`config.mk`:
```
export PLATFORM = sky130hd
export DESIGN_NAME = home_dir_ctrl
export DESIGN_NICKNAME = d
export VERILOG_FILES = /design/src/rtl/coh_pkg.sv /design/src/rtl/dir_table.sv /design/src/rtl/dir_engine.sv /design/src/rtl/home_dir_ctrl.sv
export SDC_FILE = /design/constraint.sdc
export NUM_CORES = 1
export LEC_CHECK = 0
export BUFFER_PORTS_ARGS = -buffer_cell sky130_fd_sc_hd__buf_2
export CORE_ASPECT_RATIO = 1.5
export CORE_MARGIN = 2
export CORE_UTILIZATION = 40
export CTS_CLUSTER_SIZE = 8
export DETAILED_ROUTE_END_ITERATION = 6
export PLACE_DENSITY = 0.55
export SLEW_MARGIN = 20
export SYNTH_ARGS = -nofsm -noshare
export SYNTH_HDL_FRONTEND = slang
export SYNTH_HIERARCHICAL = 1
export SYNTH_SLANG_ARGS = --single-unit
export TNS_END_PERCENT = 1
```
`constraint.sdc`:
```
create_clock -name clk_i -period 11.31 [get_ports clk_i]
set_clock_uncertainty 0.2 [all_clocks]
set_input_delay 0.5655 -clock clk_i [delete_from_list [all_inputs] [get_ports clk_i]]
set_output_delay 0.5655 -clock clk_i [all_outputs]
set_load 0.02 [all_outputs]
```
`src/rtl/coh_pkg.sv`:
```
package coh_pkg;
  typedef enum logic [1:0] {ST_R = 2'd0, ST_W = 2'd1, ST_TR = 2'd2, ST_TW = 2'd3} dir_mode_e;
  typedef enum logic [2:0] {
    MSG_SH_REP = 3'd0, MSG_EX_REP = 3'd1, MSG_WB_REQ = 3'd2,
    MSG_FL_REQ = 3'd3, MSG_INV_REQ = 3'd4
  } msg_kind_e;
  typedef enum logic [1:0] {REP_INV = 2'd0, REP_WB = 2'd1, REP_FL = 2'd2} rep_kind_e;
endpackage

```
`src/rtl/dir_table.sv`:
```
module dir_table
  import coh_pkg::*;
#(
  parameter int N      = 4,
  parameter int ADDR_W = 3,
  parameter int DATA_W = 8,
  localparam int DEPTH = 1 << ADDR_W
) (
  input  logic              clk_i,
  input  logic              rst_ni,
  input  logic [ADDR_W-1:0] addr_i,
  input  logic              wr_en_i,
  input  dir_mode_e         wr_mode_i,
  input  logic [N-1:0]      wr_vec_i,
  input  logic [DATA_W-1:0] wr_data_i,
  output dir_mode_e         rd_mode_o,
  output logic [N-1:0]      rd_vec_o,
  output logic [DATA_W-1:0] rd_data_o
);
  dir_mode_e         mode_q [DEPTH];
  logic [N-1:0]      vec_q  [DEPTH];
  logic [DATA_W-1:0] data_q [DEPTH];

  for (genvar e = 0; e < DEPTH; e++) begin : g_ent
    always_ff @(posedge clk_i or negedge rst_ni) begin
      if (!rst_ni) begin
        mode_q[e] <= ST_R;
        vec_q[e]  <= '0;
        data_q[e] <= '0;
      end else if (wr_en_i && addr_i == ADDR_W'(e)) begin
        mode_q[e] <= wr_mode_i;
        vec_q[e]  <= wr_vec_i;
        data_q[e] <= wr_data_i;
      end
    end
  end

  assign rd_mode_o = mode_q[addr_i];
  assign rd_vec_o  = vec_q[addr_i];
  assign rd_data_o = data_q[addr_i];
endmodule

```
`src/rtl/dir_engine.sv`:
```
module dir_engine
  import coh_pkg::*;
#(
  parameter int N      = 4,
  parameter int DATA_W = 8,
  localparam int ID_W  = $clog2(N)
) (
  input  logic              rep_valid_i,
  input  rep_kind_e         rep_kind_i,
  input  logic [ID_W-1:0]   rep_id_i,
  input  logic [DATA_W-1:0] rep_data_i,
  input  logic              req_valid_i,
  input  logic              req_excl_i,
  input  logic [ID_W-1:0]   req_id_i,
  input  logic              push_valid_i,
  input  logic [ID_W-1:0]   push_id_i,
  input  dir_mode_e         cur_mode_i,
  input  logic [N-1:0]      cur_vec_i,
  input  logic [DATA_W-1:0] cur_data_i,
  output logic              wr_en_o,
  output dir_mode_e         nxt_mode_o,
  output logic [N-1:0]      nxt_vec_o,
  output logic [DATA_W-1:0] nxt_data_o,
  output logic              req_ready_o,
  output logic              msg_valid_o,
  output msg_kind_e         msg_kind_o,
  output logic [N-1:0]      msg_dest_o
);
  localparam logic [N-1:0] ONE = {{(N-1){1'b0}}, 1'b1};

  logic [N-1:0] rep_oh, req_oh, push_oh, others;
  dir_mode_e    eff_mode;

  assign rep_oh  = ONE << rep_id_i;
  assign req_oh  = ONE << req_id_i;
  assign push_oh = ONE << push_id_i;
  assign others  = cur_vec_i & ~req_oh;
  // an empty transient-readers entry is a plain readers entry
  assign eff_mode = (cur_mode_i == ST_TR && cur_vec_i == '0) ? ST_R : cur_mode_i;

  always_comb begin
    wr_en_o     = 1'b0;
    nxt_mode_o  = cur_mode_i;
    nxt_vec_o   = cur_vec_i;
    nxt_data_o  = cur_data_i;
    req_ready_o = 1'b0;
    msg_valid_o = 1'b0;
    msg_kind_o  = MSG_SH_REP;
    msg_dest_o  = '0;
    if (rep_valid_i) begin
      unique case (rep_kind_i)
        REP_INV: begin
          if (cur_mode_i == ST_R || cur_mode_i == ST_TR) begin
            wr_en_o   = 1'b1;
            nxt_vec_o = cur_vec_i & ~rep_oh;
          end
        end
        REP_WB: begin
          wr_en_o    = 1'b1;
          nxt_mode_o = ST_R;
          nxt_vec_o  = rep_oh;
          nxt_data_o = rep_data_i;
        end
        REP_FL: begin
          wr_en_o    = 1'b1;
          nxt_mode_o = ST_R;
          nxt_vec_o  = '0;
          nxt_data_o = rep_data_i;
        end
        default: ;
      endcase
    end else if (req_valid_i) begin
      unique case (eff_mode)
        ST_R: begin
          wr_en_o     = 1'b1;
          msg_valid_o = 1'b1;
          if (!req_excl_i) begin
            nxt_mode_o  = ST_R;
            nxt_vec_o   = cur_vec_i | req_oh;
            req_ready_o = 1'b1;
            msg_kind_o  = MSG_SH_REP;
            msg_dest_o  = req_oh;
          end else if (others == '0) begin
            nxt_mode_o  = ST_W;
            nxt_vec_o   = req_oh;
            req_ready_o = 1'b1;
            msg_kind_o  = MSG_EX_REP;
            msg_dest_o  = req_oh;
          end else begin
            nxt_mode_o = ST_TR;
            nxt_vec_o  = others;
            msg_kind_o = MSG_INV_REQ;
            msg_dest_o = others;
          end
        end
        ST_W: begin
          if (cur_vec_i != req_oh) begin
            wr_en_o     = 1'b1;
            nxt_mode_o  = ST_TW;
            msg_valid_o = 1'b1;
            msg_kind_o  = req_excl_i ? MSG_FL_REQ : MSG_WB_REQ;
            msg_dest_o  = cur_vec_i;
          end
        end
        default: ;  // transient: hold the request
      endcase
    end else if (push_valid_i) begin
      if (eff_mode == ST_R && (cur_vec_i & push_oh) == '0) begin
        wr_en_o     = 1'b1;
        nxt_mode_o  = ST_R;
        nxt_vec_o   = cur_vec_i | push_oh;
        msg_valid_o = 1'b1;
        msg_kind_o  = MSG_SH_REP;
        msg_dest_o  = push_oh;
      end
    end
  end
endmodule

```
`src/rtl/home_dir_ctrl.sv`:
```
module home_dir_ctrl
  import coh_pkg::*;
#(
  parameter int N      = 4,
  parameter int ADDR_W = 3,
  parameter int DATA_W = 8,
  localparam int ID_W  = $clog2(N)
) (
  input  logic              clk_i,
  input  logic              rst_ni,
  input  logic              req_valid_i,
  input  logic              req_excl_i,
  input  logic [ID_W-1:0]   req_id_i,
  input  logic [ADDR_W-1:0] req_addr_i,
  output logic              req_ready_o,
  input  logic              rep_valid_i,
  input  logic [1:0]        rep_kind_i,
  input  logic [ID_W-1:0]   rep_id_i,
  input  logic [ADDR_W-1:0] rep_addr_i,
  input  logic [DATA_W-1:0] rep_data_i,
  input  logic              push_valid_i,
  input  logic [ID_W-1:0]   push_id_i,
  input  logic [ADDR_W-1:0] push_addr_i,
  output logic              out_valid_o,
  output logic [2:0]        out_kind_o,
  output logic [N-1:0]      out_dest_o,
  output logic [ADDR_W-1:0] out_addr_o,
  output logic [DATA_W-1:0] out_data_o
);
  logic [ADDR_W-1:0] sel_addr;
  dir_mode_e         cur_mode, nxt_mode;
  logic [N-1:0]      cur_vec, nxt_vec, msg_dest;
  logic [DATA_W-1:0] cur_data, nxt_data;
  logic              wr_en, msg_valid;
  msg_kind_e         msg_kind;

  // reply > request > push on the single table port
  assign sel_addr = rep_valid_i ? rep_addr_i : (req_valid_i ? req_addr_i : push_addr_i);

  dir_table #(.N(N), .ADDR_W(ADDR_W), .DATA_W(DATA_W)) u_table (
    .clk_i, .rst_ni,
    .addr_i   (sel_addr),
    .wr_en_i  (wr_en),
    .wr_mode_i(nxt_mode),
    .wr_vec_i (nxt_vec),
    .wr_data_i(nxt_data),
    .rd_mode_o(cur_mode),
    .rd_vec_o (cur_vec),
    .rd_data_o(cur_data)
  );

  dir_engine #(.N(N), .DATA_W(DATA_W)) u_engine (
    .rep_valid_i,
    .rep_kind_i  (rep_kind_e'(rep_kind_i)),
    .rep_id_i,
    .rep_data_i,
    .req_valid_i,
    .req_excl_i,
    .req_id_i,
    .push_valid_i,
    .push_id_i,
    .cur_mode_i  (cur_mode),
    .cur_vec_i   (cur_vec),
    .cur_data_i  (cur_data),
    .wr_en_o     (wr_en),
    .nxt_mode_o  (nxt_mode),
    .nxt_vec_o   (nxt_vec),
    .nxt_data_o  (nxt_data),
    .req_ready_o (req_ready_o),
    .msg_valid_o (msg_valid),
    .msg_kind_o  (msg_kind),
    .msg_dest_o  (msg_dest)
  );

  always_ff @(posedge clk_i or negedge rst_ni) begin
    if (!rst_ni) begin
      out_valid_o <= 1'b0;
      out_kind_o  <= '0;
      out_dest_o  <= '0;
      out_addr_o  <= '0;
      out_data_o  <= '0;
    end else begin
      out_valid_o <= msg_valid;
      if (msg_valid) begin
        out_kind_o <= msg_kind;
        out_dest_o <= msg_dest;
        out_addr_o <= sel_addr;
        out_data_o <= cur_data;
      end
    end
  end
endmodule

```
==> impl_metrics.ini <==
[finish]
insertedDiodeCount = 0
area_delta_synth_final_pct = 15.0
final_nets = 644
final_core_util_pct = 46.5
stdcell_area_sq_mm = 0.00799
layout-drive-gt1-share_pct = 44.1

[synth]
synthesis.nets = 595
postSynthCellCount = 553
synth_edf_count = 0
ys.flop_type = dfrtp_1
netlist_area_sq_mm = 0.00695
synthArstFlopShare_pct = 100
ys_ff_latch = 131
yosysSeqAreaShare_pct = 47.1
ys_warn_count = 6
syn_avg_cell_area_sq_um = 12.6
ys_types = 61

[timing]
fmax_mhz = 160
timing.final.crit_share_pct = 55.2
tightest_slew_ns = 1.12
timing.hold.ws_ns = 0.227
slew_viol_final = 0
rsz0062_at_grt = no
min_period_ns = 6.24
finalSetupTns_ns = 0
finalSetupViolCount = 0
hold_violations = 0
relSlewSlack_pct = 25.1

[clock_tree]
cts_root_buf = clkbuf_16
insertion_delay_ns = 0.41
hold_buffers = 1
cts.sinks = 131
post_cts_resized = 0
clkSlewWorstSetupHoldPaths_ns = 0.06
clockBufferDepth = 2
postCtsSetupRepairBufs = 0
numCtsBuffers = 17
cts_tree = yes
htreeDepth = 4

[die]
dieWidth_microns = 112
io_pins = 51
die_y_microns = 165
start_util_pct = 40.4
rows = 59
dieArea_sq_mm = 0.0185
core_area_sq_mm = 0.0172

[detailed_routing]
drc = 0
drtIter0Drc = 260
ant_nets = 0
num_vias = 4838
totalWireLength_microns = 18100
first_pass_iters = 4
wire_per_inst_microns = 21.9
via_per_inst = 5.84

[pwr]
p_per_area_mw_per_mm2 = 252
leakage_nw = 3.55
ir_drop_mv = 0.0991

[critical_path]
cp_slowest_cell = o41ai_1
critPathLaunchType = input pin
path_cells = buf_2, mux2i_4, buf_4, or3b_2, o22ai_1, a221oi_1, buf_4, inv_1, ha_1, o41ai_1, nor2_1, nor2_1, o32ai_1, nand2b_4, or2_1, mux2_2
cp.required_ns = 11.40
slowest_delay_ns = 0.86
critPathArrivalTime_ns = 6.33
crit_type = in -> reg
path_max_fanout = 52
crit_path_end_kind = register

[global_route]
overflow = 0
grt_pass1_wl_microns = 28600
grt_pass1_vias = 5191
grt_max_degree = 70
antenna_found_initial = 0
track_usage_pct = 20.1

[flow_run]
max_cap_viol_count = 0

[min_path]
hold_class = in -> reg

[run_status]
status = completed

[place]
port_buffers = 50
dp_hpwl_microns = 12000
placed_cell_area_sq_mm = 0.00740
gp_congestion = 0.893
-- Yosys cell counts, types with 7 or more instances --
cell        n  area share [%]
o22ai_1    18             1.6
nor2_1     11            0.59
buf_2      13            0.94
a221oi_1    7            0.88
mux2_2    142              23
clkbuf_1    7            0.38
inv_1      17            0.92
mux2i_1    20             2.9
a21oi_1    11            0.79
dfrtp_1   131              47
ha_1       11             2.0
nand2b_1   11            0.99
nand3_1     7            0.50
mux2_4     15             3.2
nand2_1    25             1.3
-- power breakdown --
group          internal [W]  total (W)  switching, W
clock network      0.000316   0.000542      0.000227
logic              0.000347   0.000686      0.000340
registers          0.000682   0.000786      0.000104
total               0.00134    0.00202      0.000671
-- worst max-delay path, delay by kind of cell --
family | cells | cell delay (ns)
fa+ha+maj | 1 | 0.29
simple gates | 5 | 1.77
mux | 2 | 0.71
buf+inv | 4 | 1.36
compound gates | 4 | 1.58
-- layout make-up --
type	instances	area, sq um
well taps	213	267
flip-flops and latches	131	3280
multi-input cells	374	3460
clock buffers	18	439
repair buffers	61	342
clock inverters	14	145
inverters	17	63.8
fillers	1578	9210
-- kinds of logic after synthesis --
logic type | after synthesis | share of synthesized area [%]
and+or+nand+nor | 94 | 7.47
buffers and inverters | 48 | 3.51
adders and majority gates | 11 | 1.98
AOI/OAI and AO/OA | 88 | 9.50
muxes | 181 | 30.4
DFF | 131 | 47.1
-- registers in the layout (all words and copies together) (netlist names) --
name	cells
u_table/data_q	64
out_valid_o	1
out_kind_o	3
out_addr_o	3
out_data_o	8
u_table/mode_q	16
u_table/vec_q	32
out_dest_o	4
-- worst paths after layout --
kind | slack (ns) | startpoint | end | depth (start not counted)
max in group asynchronous | 9.11 | rst_ni | u_table/vec_q[13] | 3
worst min-delay path | 0.23 | rep_addr_i[0] | out_addr_o[0] | 3
worst max register to register | 6.49 | u_table/vec_q[29] | u_table/data_q[20] | 13
worst min register to register | 0.30 | u_table/vec_q[9] | u_table/vec_q[9] | 1
min in group asynchronous | 0.50 | rst_ni | out_kind_o[1] | 2
worst max-delay path | 5.07 | rep_valid_i | u_table/data_q[20] | 16
-- layout by cell type, fill, tap and decap left out, types with 5 or more instances in the layout --
cell type / n
mux2_2: 142
dfrtp_1: 131
buf_2: 49
nand2_1: 25
o22ai_1: 18
mux2i_1: 17
inv_1: 17
clkbuf_16: 17
mux2_4: 15
nand2b_1: 11
a21oi_1: 11
ha_1: 11
buf_4: 10
nor2_1: 10
nand3_1: 7
a221oi_1: 7
a31oi_1: 6
a211oi_1: 6
inv_6: 5
nor3_1: 5
o21ai_0: 5
o2bb2ai_1: 5
-- stage by stage --
step                power [W]  std cells  setup WS [ns]
floorplan             0.00127        553           6.28
global placement      0.00146        795           4.64
detailed placement    0.00148        795           4.66
CTS                   0.00203        828           5.08
global route          0.00213        828           4.85
finish                0.00202        828           5.07
-- routing by layer --
metal	track usage (%)	up-vias	share of wire [%]
met4	8.92	0	3.3
li1	-	2182	-
met5	0	-	0
met2	36.5	117	52
met3	3.36	38	2.7
met1	23.3	2501	42
(Power assumes the default switching activity.)
